--- src/rtl/ipit_pkg.sv ---
package ipit_pkg;
  localparam int ADDR_W   = 2;
  localparam int FIELD_W  = 4;
  localparam int POST_LSB = 12;
  localparam int IRET_LSB = 8;
  localparam int TRET_LSB = 4;
  localparam int NXM_BIT  = 28;

  typedef enum logic [ADDR_W-1:0] {
    SEL_CTRL  = 2'd0,
    SEL_IPEND = 2'd1,
    SEL_TPEND = 2'd2,
    SEL_IPOST = 2'd3
  } reg_sel_e;
endpackage

--- src/rtl/ipit_decode.sv ---
module ipit_decode
  import ipit_pkg::*;
#(
  parameter int NCPU   = 4,
  parameter int DATA_W = 32
) (
  input  logic              wr_en,
  input  logic [ADDR_W-1:0] addr,
  input  logic [DATA_W-1:0] wdata,
  output logic [NCPU-1:0]   ipi_set,
  output logic [NCPU-1:0]   ipi_clr,
  output logic [NCPU-1:0]   tmr_clr,
  output logic              bad_wr
);
  reg_sel_e        sel;
  logic [NCPU-1:0] f_post, f_iret, f_tret, f_low;
  logic            nxm;
  logic            unused_bits;

  assign unused_bits = ^wdata;

  always_comb begin
    sel     = reg_sel_e'(addr);
    f_post  = wdata[POST_LSB +: NCPU];
    f_iret  = wdata[IRET_LSB +: NCPU];
    f_tret  = wdata[TRET_LSB +: NCPU];
    f_low   = wdata[0 +: NCPU];
    nxm     = wdata[NXM_BIT];
    ipi_set = '0;
    ipi_clr = '0;
    tmr_clr = '0;
    bad_wr  = 1'b0;
    if (wr_en) begin
      unique case (sel)
        SEL_CTRL: begin
          if (f_post == '0 && f_iret == '0 && f_tret == '0 && !nxm) begin
            bad_wr = 1'b1;
          end else begin
            ipi_set = f_post;
            ipi_clr = f_iret;
            tmr_clr = f_tret;
          end
        end
        SEL_IPEND: begin
          if (f_low == '0) bad_wr = 1'b1;
          else             ipi_clr = f_low;
        end
        SEL_TPEND: begin
          if (f_low == '0) bad_wr = 1'b1;
          else             tmr_clr = f_low;
        end
        SEL_IPOST: begin
          if (f_low == '0) bad_wr = 1'b1;
          else             ipi_set = f_low;
        end
      endcase
    end
  end
endmodule

--- src/rtl/ipit_pend_vec.sv ---
module ipit_pend_vec #(
  parameter int NCPU    = 4,
  parameter bit WARN_EN = 1'b1
) (
  input  logic            clk,
  input  logic            rst,
  input  logic [NCPU-1:0] set_m,
  input  logic [NCPU-1:0] clr_m,
  output logic [NCPU-1:0] pend,
  output logic            dup_set,
  output logic            idle_clr
);
  for (genvar i = 0; i < NCPU; i++) begin : g_bit
    logic q;
    always_ff @(posedge clk) begin
      if (rst)           q <= 1'b0;
      else if (clr_m[i]) q <= 1'b0;
      else if (set_m[i]) q <= 1'b1;
    end
    assign pend[i] = q;
  end

  if (WARN_EN) begin : g_warn
    always_ff @(posedge clk) begin
      if (rst) begin
        dup_set  <= 1'b0;
        idle_clr <= 1'b0;
      end else begin
        dup_set  <= |(set_m & pend);
        idle_clr <= |(clr_m & ~(pend | set_m));
      end
    end
  end else begin : g_nowarn
    assign dup_set  = 1'b0;
    assign idle_clr = 1'b0;
  end
endmodule

--- src/rtl/ipit_rdport.sv ---
module ipit_rdport
  import ipit_pkg::*;
#(
  parameter int NCPU   = 4,
  parameter int DATA_W = 32,
  parameter int ID_W   = 2
) (
  input  logic              clk,
  input  logic              rst,
  input  logic              rd_en,
  input  logic [ADDR_W-1:0] addr,
  input  logic [ID_W-1:0]   cpu_id,
  input  logic [NCPU-1:0]   ipi,
  input  logic [NCPU-1:0]   tmr,
  output logic [DATA_W-1:0] rdata
);
  logic [DATA_W-1:0] nxt;

  always_comb begin
    nxt = '0;
    unique case (reg_sel_e'(addr))
      SEL_CTRL: begin
        nxt[IRET_LSB +: NCPU] = ipi;
        nxt[TRET_LSB +: NCPU] = tmr;
        nxt[0 +: ID_W]        = cpu_id;
      end
      SEL_IPEND: nxt[0 +: NCPU] = ipi;
      SEL_TPEND: nxt[0 +: NCPU] = tmr;
      SEL_IPOST: nxt = '0;
    endcase
  end

  always_ff @(posedge clk) begin
    if (rst)        rdata <= '0;
    else if (rd_en) rdata <= nxt;
  end
endmodule

--- src/rtl/ipi_timer_ctl.sv ---
module ipi_timer_ctl
  import ipit_pkg::*;
#(
  parameter  int NCPU   = 4,
  parameter  int DATA_W = 32,
  localparam int ID_W   = $clog2(NCPU)
) (
  input  logic              clk,
  input  logic              rst,
  input  logic              tick,
  input  logic              wr_en,
  input  logic              rd_en,
  input  logic [ADDR_W-1:0] addr,
  input  logic [DATA_W-1:0] wdata,
  input  logic [ID_W-1:0]   cpu_id,
  output logic [DATA_W-1:0] rdata,
  output logic [NCPU-1:0]   ipi_irq,
  output logic [NCPU-1:0]   tmr_irq,
  output logic              warn_dup_o,
  output logic              warn_idle_o,
  output logic              err_o
);
  logic [NCPU-1:0] ipi_set, ipi_clr, tmr_clr, tmr_set;
  logic            bad_wr;
  logic            tmr_unused_dup, tmr_unused_idle;

  ipit_decode #(.NCPU(NCPU), .DATA_W(DATA_W)) u_dec (
    .wr_en(wr_en), .addr(addr), .wdata(wdata),
    .ipi_set(ipi_set), .ipi_clr(ipi_clr), .tmr_clr(tmr_clr), .bad_wr(bad_wr)
  );

  assign tmr_set = {NCPU{tick}};

  ipit_pend_vec #(.NCPU(NCPU), .WARN_EN(1'b1)) u_ipi (
    .clk(clk), .rst(rst), .set_m(ipi_set), .clr_m(ipi_clr),
    .pend(ipi_irq), .dup_set(warn_dup_o), .idle_clr(warn_idle_o)
  );

  ipit_pend_vec #(.NCPU(NCPU), .WARN_EN(1'b0)) u_tmr (
    .clk(clk), .rst(rst), .set_m(tmr_set), .clr_m(tmr_clr),
    .pend(tmr_irq), .dup_set(tmr_unused_dup), .idle_clr(tmr_unused_idle)
  );

  ipit_rdport #(.NCPU(NCPU), .DATA_W(DATA_W), .ID_W(ID_W)) u_rd (
    .clk(clk), .rst(rst), .rd_en(rd_en), .addr(addr), .cpu_id(cpu_id),
    .ipi(ipi_irq), .tmr(tmr_irq), .rdata(rdata)
  );

  always_ff @(posedge clk) begin
    if (rst) err_o <= 1'b0;
    else     err_o <= bad_wr;
  end
endmodule

--- config.mk ---
export PLATFORM = sky130hd
export DESIGN_NAME = ipi_timer_ctl
export DESIGN_NICKNAME = d
export VERILOG_FILES = /design/src/rtl/ipit_pkg.sv /design/src/rtl/ipit_decode.sv /design/src/rtl/ipit_pend_vec.sv /design/src/rtl/ipit_rdport.sv /design/src/rtl/ipi_timer_ctl.sv
export SDC_FILE = /design/constraint.sdc
export NUM_CORES = 1
export LEC_CHECK = 0
export CAP_MARGIN = 30
export CORE_MARGIN = 3
export CORE_UTILIZATION = 35
export CTS_CLUSTER_SIZE = 24
export DETAILED_ROUTE_END_ITERATION = 12
export PLACE_DENSITY = 0.79
export SETUP_SLACK_MARGIN = 0.3
export SLEW_MARGIN = 15
export SYNTH_ARGS = -nofsm -noshare
export SYNTH_HDL_FRONTEND = slang
export SYNTH_SLANG_ARGS = --single-unit
--- constraint.sdc ---
create_clock -name clk -period 2.5 [get_ports clk]
set_input_delay 0.25 -clock clk [delete_from_list [all_inputs] [get_ports clk]]
set_output_delay 0.25 -clock clk [all_outputs]
set_load 0.02 [all_outputs]
======== Yosys cells after proc, flatten, opt, wreduce, memory -nomap -nowiden ========
Index checks and enable logic that the tools add are counted.
word-level totals
  register bits after elaboration ......... 23
  bits in latches ......................... 0
  RAM bits ................................ 0
  bits in read-only memories .............. 0
  bits of input ports ..................... 41
  memories kept ........................... 0
cells by class
  $add $sub $neg .......................... 0
  multipliers ............................. 0
  div/mod/pow operators ................... 0
  magnitude comparators ................... 0
  equal/unequal tests ..................... 3
  shift-type cells ........................ 0
  multiplexer cells ....................... 16
  bitwise operators ....................... 5
  reduce and logical (&&, ||, !) cells .... 21
operators with widths
  cell                                                             count
  4-bit two-way mux                                                7
  4-bit one-hot mux with 2 select lines                            3
  2-bit OR reduction                                               9
  4-bit zero test                                                  4
  4-bit bitwise AND                                                2
  8-bit two-way mux                                                1
  2-bit one-hot mux with 4 select lines                            1
  4-bit OR reduction                                               2
  2-bit == test, second input constant                             2
  4-bit inverter                                                   1
  4-bit bitwise OR                                                 1
  2-bit one-hot mux with 2 select lines                            1
  1-bit logical AND                                                3
  3-bit OR reduction                                               1
  2-bit by 1-bit == test with 1-bit output, second input constant  1
  2-bit zero test                                                  1
  1-bit two-way mux                                                2
  1-bit one-hot mux with 2 select lines                            1
  1-bit zero test                                                  1
  1-bit inverter                                                   1

======== Longest topological paths before layout ========
  depth after elaboration ................. 11
  depth in mapped cells ................... 7
  mapped depth without buffers ............ 5

======== Hierarchy ========
Synthesis repeated with hierarchy kept, for this count alone.
unflattened totals
  cells, all modules ...................... 172
  area, all modules ....................... 1,549.0 um^2
modules (own cells, without submodules)
  module                  times used  cells each  area each (um^2)  seq. area each (um^2)
  ipit_rdport             1           83          795.8             240.2
  ipit_decode             1           42          299.0             0.0
  ipit_pend_vec at u_ipi  1           26          256.5             120.1
  ipit_pend_vec at u_tmr  1           19          163.9             80.1
  ipi_timer_ctl           1           2           33.8              20.0

======== Worst setup path after synthesis ========
Ideal clock, no wire load.
  path kind ............................... input-to-reg
  start ................................... in addr[0]
  end ..................................... reg u_ipi.idle_clr
  data arrival time ....................... 1.381 ns
  required time ........................... 2.375 ns
  path slack .............................. 0.994 ns
  stages on the path ...................... 6
  path through ............................ inv_1 > ha_1 > and2b_4 > buf_8 > a211oi_2 > o41a_1
between the ends
  cells in the longest elaborated chain, start to end .. 7
RTL lines
  what                                              RTL line             source
  start, declared                                   ipi_timer_ctl.sv:13  input logic [ADDR_W-1:0] addr,
  2-bit == test or 2-bit zero test (tied branches)  ipit_decode.sv:34    unique case (sel)
  4-bit one-hot mux with 2 select lines             ipit_decode.sv:34
  4-bit two-way mux                                 ipit_decode.sv:33    if (wr_en) begin
  4-bit bitwise OR                                  ipit_pend_vec.sv:30  idle_clr <= |(clr_m & ~(pend | set_m));
  4-bit inverter                                    ipit_pend_vec.sv:30
  4-bit bitwise AND *                               ipit_pend_vec.sv:30
  4-bit OR reduction *                              ipit_pend_vec.sv:30
  end signal, assigned                              ipit_pend_vec.sv:30
  end, declared                                     ipit_pend_vec.sv:11  output logic idle_clr
Every way passes the cells marked *; elsewhere a longest branch is shown, timed or not.
A chain may end at the register's enable or synchronous reset.

======== Worst setup path in the final report ========
Ends and elaborated chain as after synthesis.

==> summary.md <==
| Metric | Value |
|---|---|
| Outcome | complete, no violations |
| Final std cells w/o fill | around 250 |
| Multi-input logic area | approximately 740 um2 |
| Combinational group share of total power | 25.0% |
| Post-synth EDFFs | 0 |
| FILL cells | a little under 400 |
| Worst vdd ir | roughly 0.19 mV |
| Worst reg2reg path depth | 2 |
| Synth Register Bits | 23 |
| PD cells | about 450 nW/um2 |
| Avg Cell Area, Syn | between 8 and 9 um2 |
| Buf/Inv on CP | 2 |
| H-tree levels | 1 |
| Crit end category | flip-flop |
| Endpoint, Worst Hold | u_rd.rdata[9] |
| Slew margin rel. | 57.5% |
| Vias | 1219 |
| Leakage | 0.653 nW |
| Routed wire length | roughly 3200 um |
| Post-CTS resize count | 0 |
| Critical path peak fanout | 12 |
| DR vias/cell | 4.94 |
| Die width | between 70 and 80 um |
| Number of global-route vias before repair | 1167 |
| Fin. Hold Viols | 0 |
| Netlist cell types | 24 |
| Clk root buf | clkbuf_8 |
| Total CTS buffers | 3 |
| Final setup vio count | 0 |
| Reg clk slew, reported paths | ~80 ps |
| Setup_tns | 0 ps |
| I/O pins | 84 |
| Hold-fix buffers, CTS | 0 |
| Top-count cell post-synth | buf_4 |
| Seq/Total Area, Yosys | a little under a third |
| PortBufs | 48 |
| Part of the power in registers | a little under half |
| Placed insts | 243 |
| Largest cells by area after synthesis | dfxtp_1, buf_4, a22o_1, nand2b_1, a21oi_1 |
| Row count | 22 |
| CP required | ~2600 ps |
| First-pass GRT wire length | roughly 5300 um |
| Hold path start | u_rd.rdata[9] |
| RSZ-0062 raised after global routing | no |
| Cell internal pwr | 0.000586 W |
| N_diodes | 0 |
| Max incr delay on CP | just over 500 ps |
| CTS Buffer Depth | 2 |
| Critical path class | in -> reg |
| Die Area | about 4900 um2 |
| Critical path arrival | 2050 ps |
| Yosys warns | 0 |
| DIE HEIGHT | about 70 um |
| Synthesized cell area | about 1400 um2 |
| ANT nets after route | 0 |
| Initial antenna violation count | 0 |
| Post-route cell area | approximately 1800 um2 |
| GPL Wtd Cong | just over 0.9 |
| Max_cap viols | 0 |
| Worst slew pin tran | around 640 ps |
| Min Hold Slack | about 470 ps |
| DP HPWL | roughly 2500 um |
| Fin crit share | between 70 and 80% |
| Nets | 246 |
| Synth Flop Type | dfxtp_1 |
| Layout area overhead | 25.8% |
| Max Clock Freq | ~520 MHz |
| TritonRoute pass-1 iters | 4 |
| CP top delay family | buffers and inverters |
| Slew Viols, Final | 0 |
| CP startpoint kind | primary input |
| Fin util | a little under half |
| CTS tree | yes |
| Leading area contributor after synthesis | dfxtp_1 |
| Switching share of power | 28.4% |
| Clock sinks | 23 |
| GRT Util Overall | around an eighth |
| Share of layout cells above drive strength 1 | slightly above 4% |
| Initial DRC Count | about 90 |
| Worst Hold Depth | 2 |
| Sequential cell area | 460 um2 |
| DR WL/cell | about 13 um |
| Clk Latency, worst-skew pair | about 250 ps |
| FFs w/ async S/R, synth | 0% |
| Worst R2R End | u_ipi.idle_clr |
| DRC errors left | 0 |
| Post-synth top area share | between 30% and 40% |
| Switching pwr | roughly 0.00023 W |
| Skew final | 2.53 ps |
| Core area | 3800 um2 |
| Initial Util | between 30% and 40% |
| Post-synth top cells | buf_4, dfxtp_1, a21oi_1, nand3_1, nand2b_1 |
| Clock Power Share | a little over a quarter |
| FF-to-FF setup slack | ~1500 ps |
| Worst-path cell chain | clkdlybuf4s50_1 > inv_1 > ha_1 > and2b_4 > a211oi_1 > o41a_1 |
| Largest net degree at the start of global routing | 25 |
| GRT overflow | 0 |
| Min cycle time layout | 1910 ps |
| Crit-path slowest cell | clkdlybuf4s50_1 |
| Placed Area | 1770 um2 |
| Postcts setup bufs | 0 |
| Syn Inst Count | around 170 |
| Worst hold path class | reg -> reg |
| R2R Path Start | u_ipi.g_bit[0].q |
[final cells by class]
cell class	instances	area share, %
well taps	48	3.31
inverters	3	0.622
multi-input cells	119	40.8
flip-flops and latches	23	25.4
repair buffers	50	27.3
clock buffers	4	2.49
[layer usage]
| layer | up-vias | track usage [%] | part of all wire [%] |
|---|---|---|---|
| met5 | - | 0 | 0 |
| met4 | 0 | 4.26 | 0.69 |
| met3 | 2 | 1.29 | 6.5 |
| met2 | 56 | 20.9 | 46 |
| met1 | 548 | 17.3 | 47 |
| li1 | 613 | - | - |
[worst reg2reg max path, stage by stage, from the launching register on]
cell and delay, ps:
dfxtp_1 450, a211oi_1 80, o41a_1 410
[metrics by stage]
stage | total power (W) | setup WS (ps)
after floorplan | 0.000558 | 994
after global placement | 0.000603 | 347
after detailed placement | 0.000605 | 335
after CTS | 0.000825 | 604
after global routing | 0.000861 | 516
final | 0.000818 | 595
[layout by cell type (no fill, tap or decap), drive strengths merged]
cell type,synthesis,layout
inv,3,3
nor4,3,3
clkbuf,5,4
a2111oi,1,1
and2b,1,1
a21oi,16,16
nand3,16,16
o41a,1,1
clkdlybuf4s50,0,48
ha,5,5
nor3,3,3
a41oi,1,1
a22o,12,12
a211oi,10,10
conb,1,20
nor2,9,9
a221o,2,2
buf,34,2
a22oi,4,4
nand4,1,1
nand2b,14,14
dfxtp,23,23
[registers in the layout, summed over array words and instances (netlist names)]
signal and cells:
err_o 1, u_ipi.g_bit.q 4, u_rd.rdata 12, u_ipi.dup_set 1
u_ipi.idle_clr 1, u_tmr.g_bit.q 4
[how the worst max path moves through the flow]
stage	startpoint	end	cells after the start
detailed placement	addr[0]	u_ipi.idle_clr	6
global route	addr[0]	u_ipi.idle_clr	6
finish	addr[0]	u_ipi.idle_clr	6
floorplan	addr[0]	u_ipi.idle_clr	6
global placement	addr[0]	u_ipi.idle_clr	6
CTS	addr[0]	u_ipi.idle_clr	6
[kinds of logic (layout without fill, tap and decap cells)]
family          after synthesis  in the layout  share of synthesized area (%)
compound gates               47             47                           24.3
buf+inv                      42             57                           21.6
other cells                   1             20                          0.260
fa+ha+maj                     5              5                           4.34
flops                        23             23                           32.0
simple gates                 47             47                           17.5
[power by group through the flow]
stage / combinational [W] / clock [W] / sequential (W)
global placement: 0.000203 / 0 / 0.000401
detailed placement: 0.000204 / 0 / 0.000401
CTS: 0.000205 / 0.000229 / 0.000392
floorplan: 0.000155 / 0 / 0.000403
global route: 0.000221 / 0.000245 / 0.000395
finish: 0.000205 / 0.000222 / 0.000392
Power figures use the tool's default switching activity.
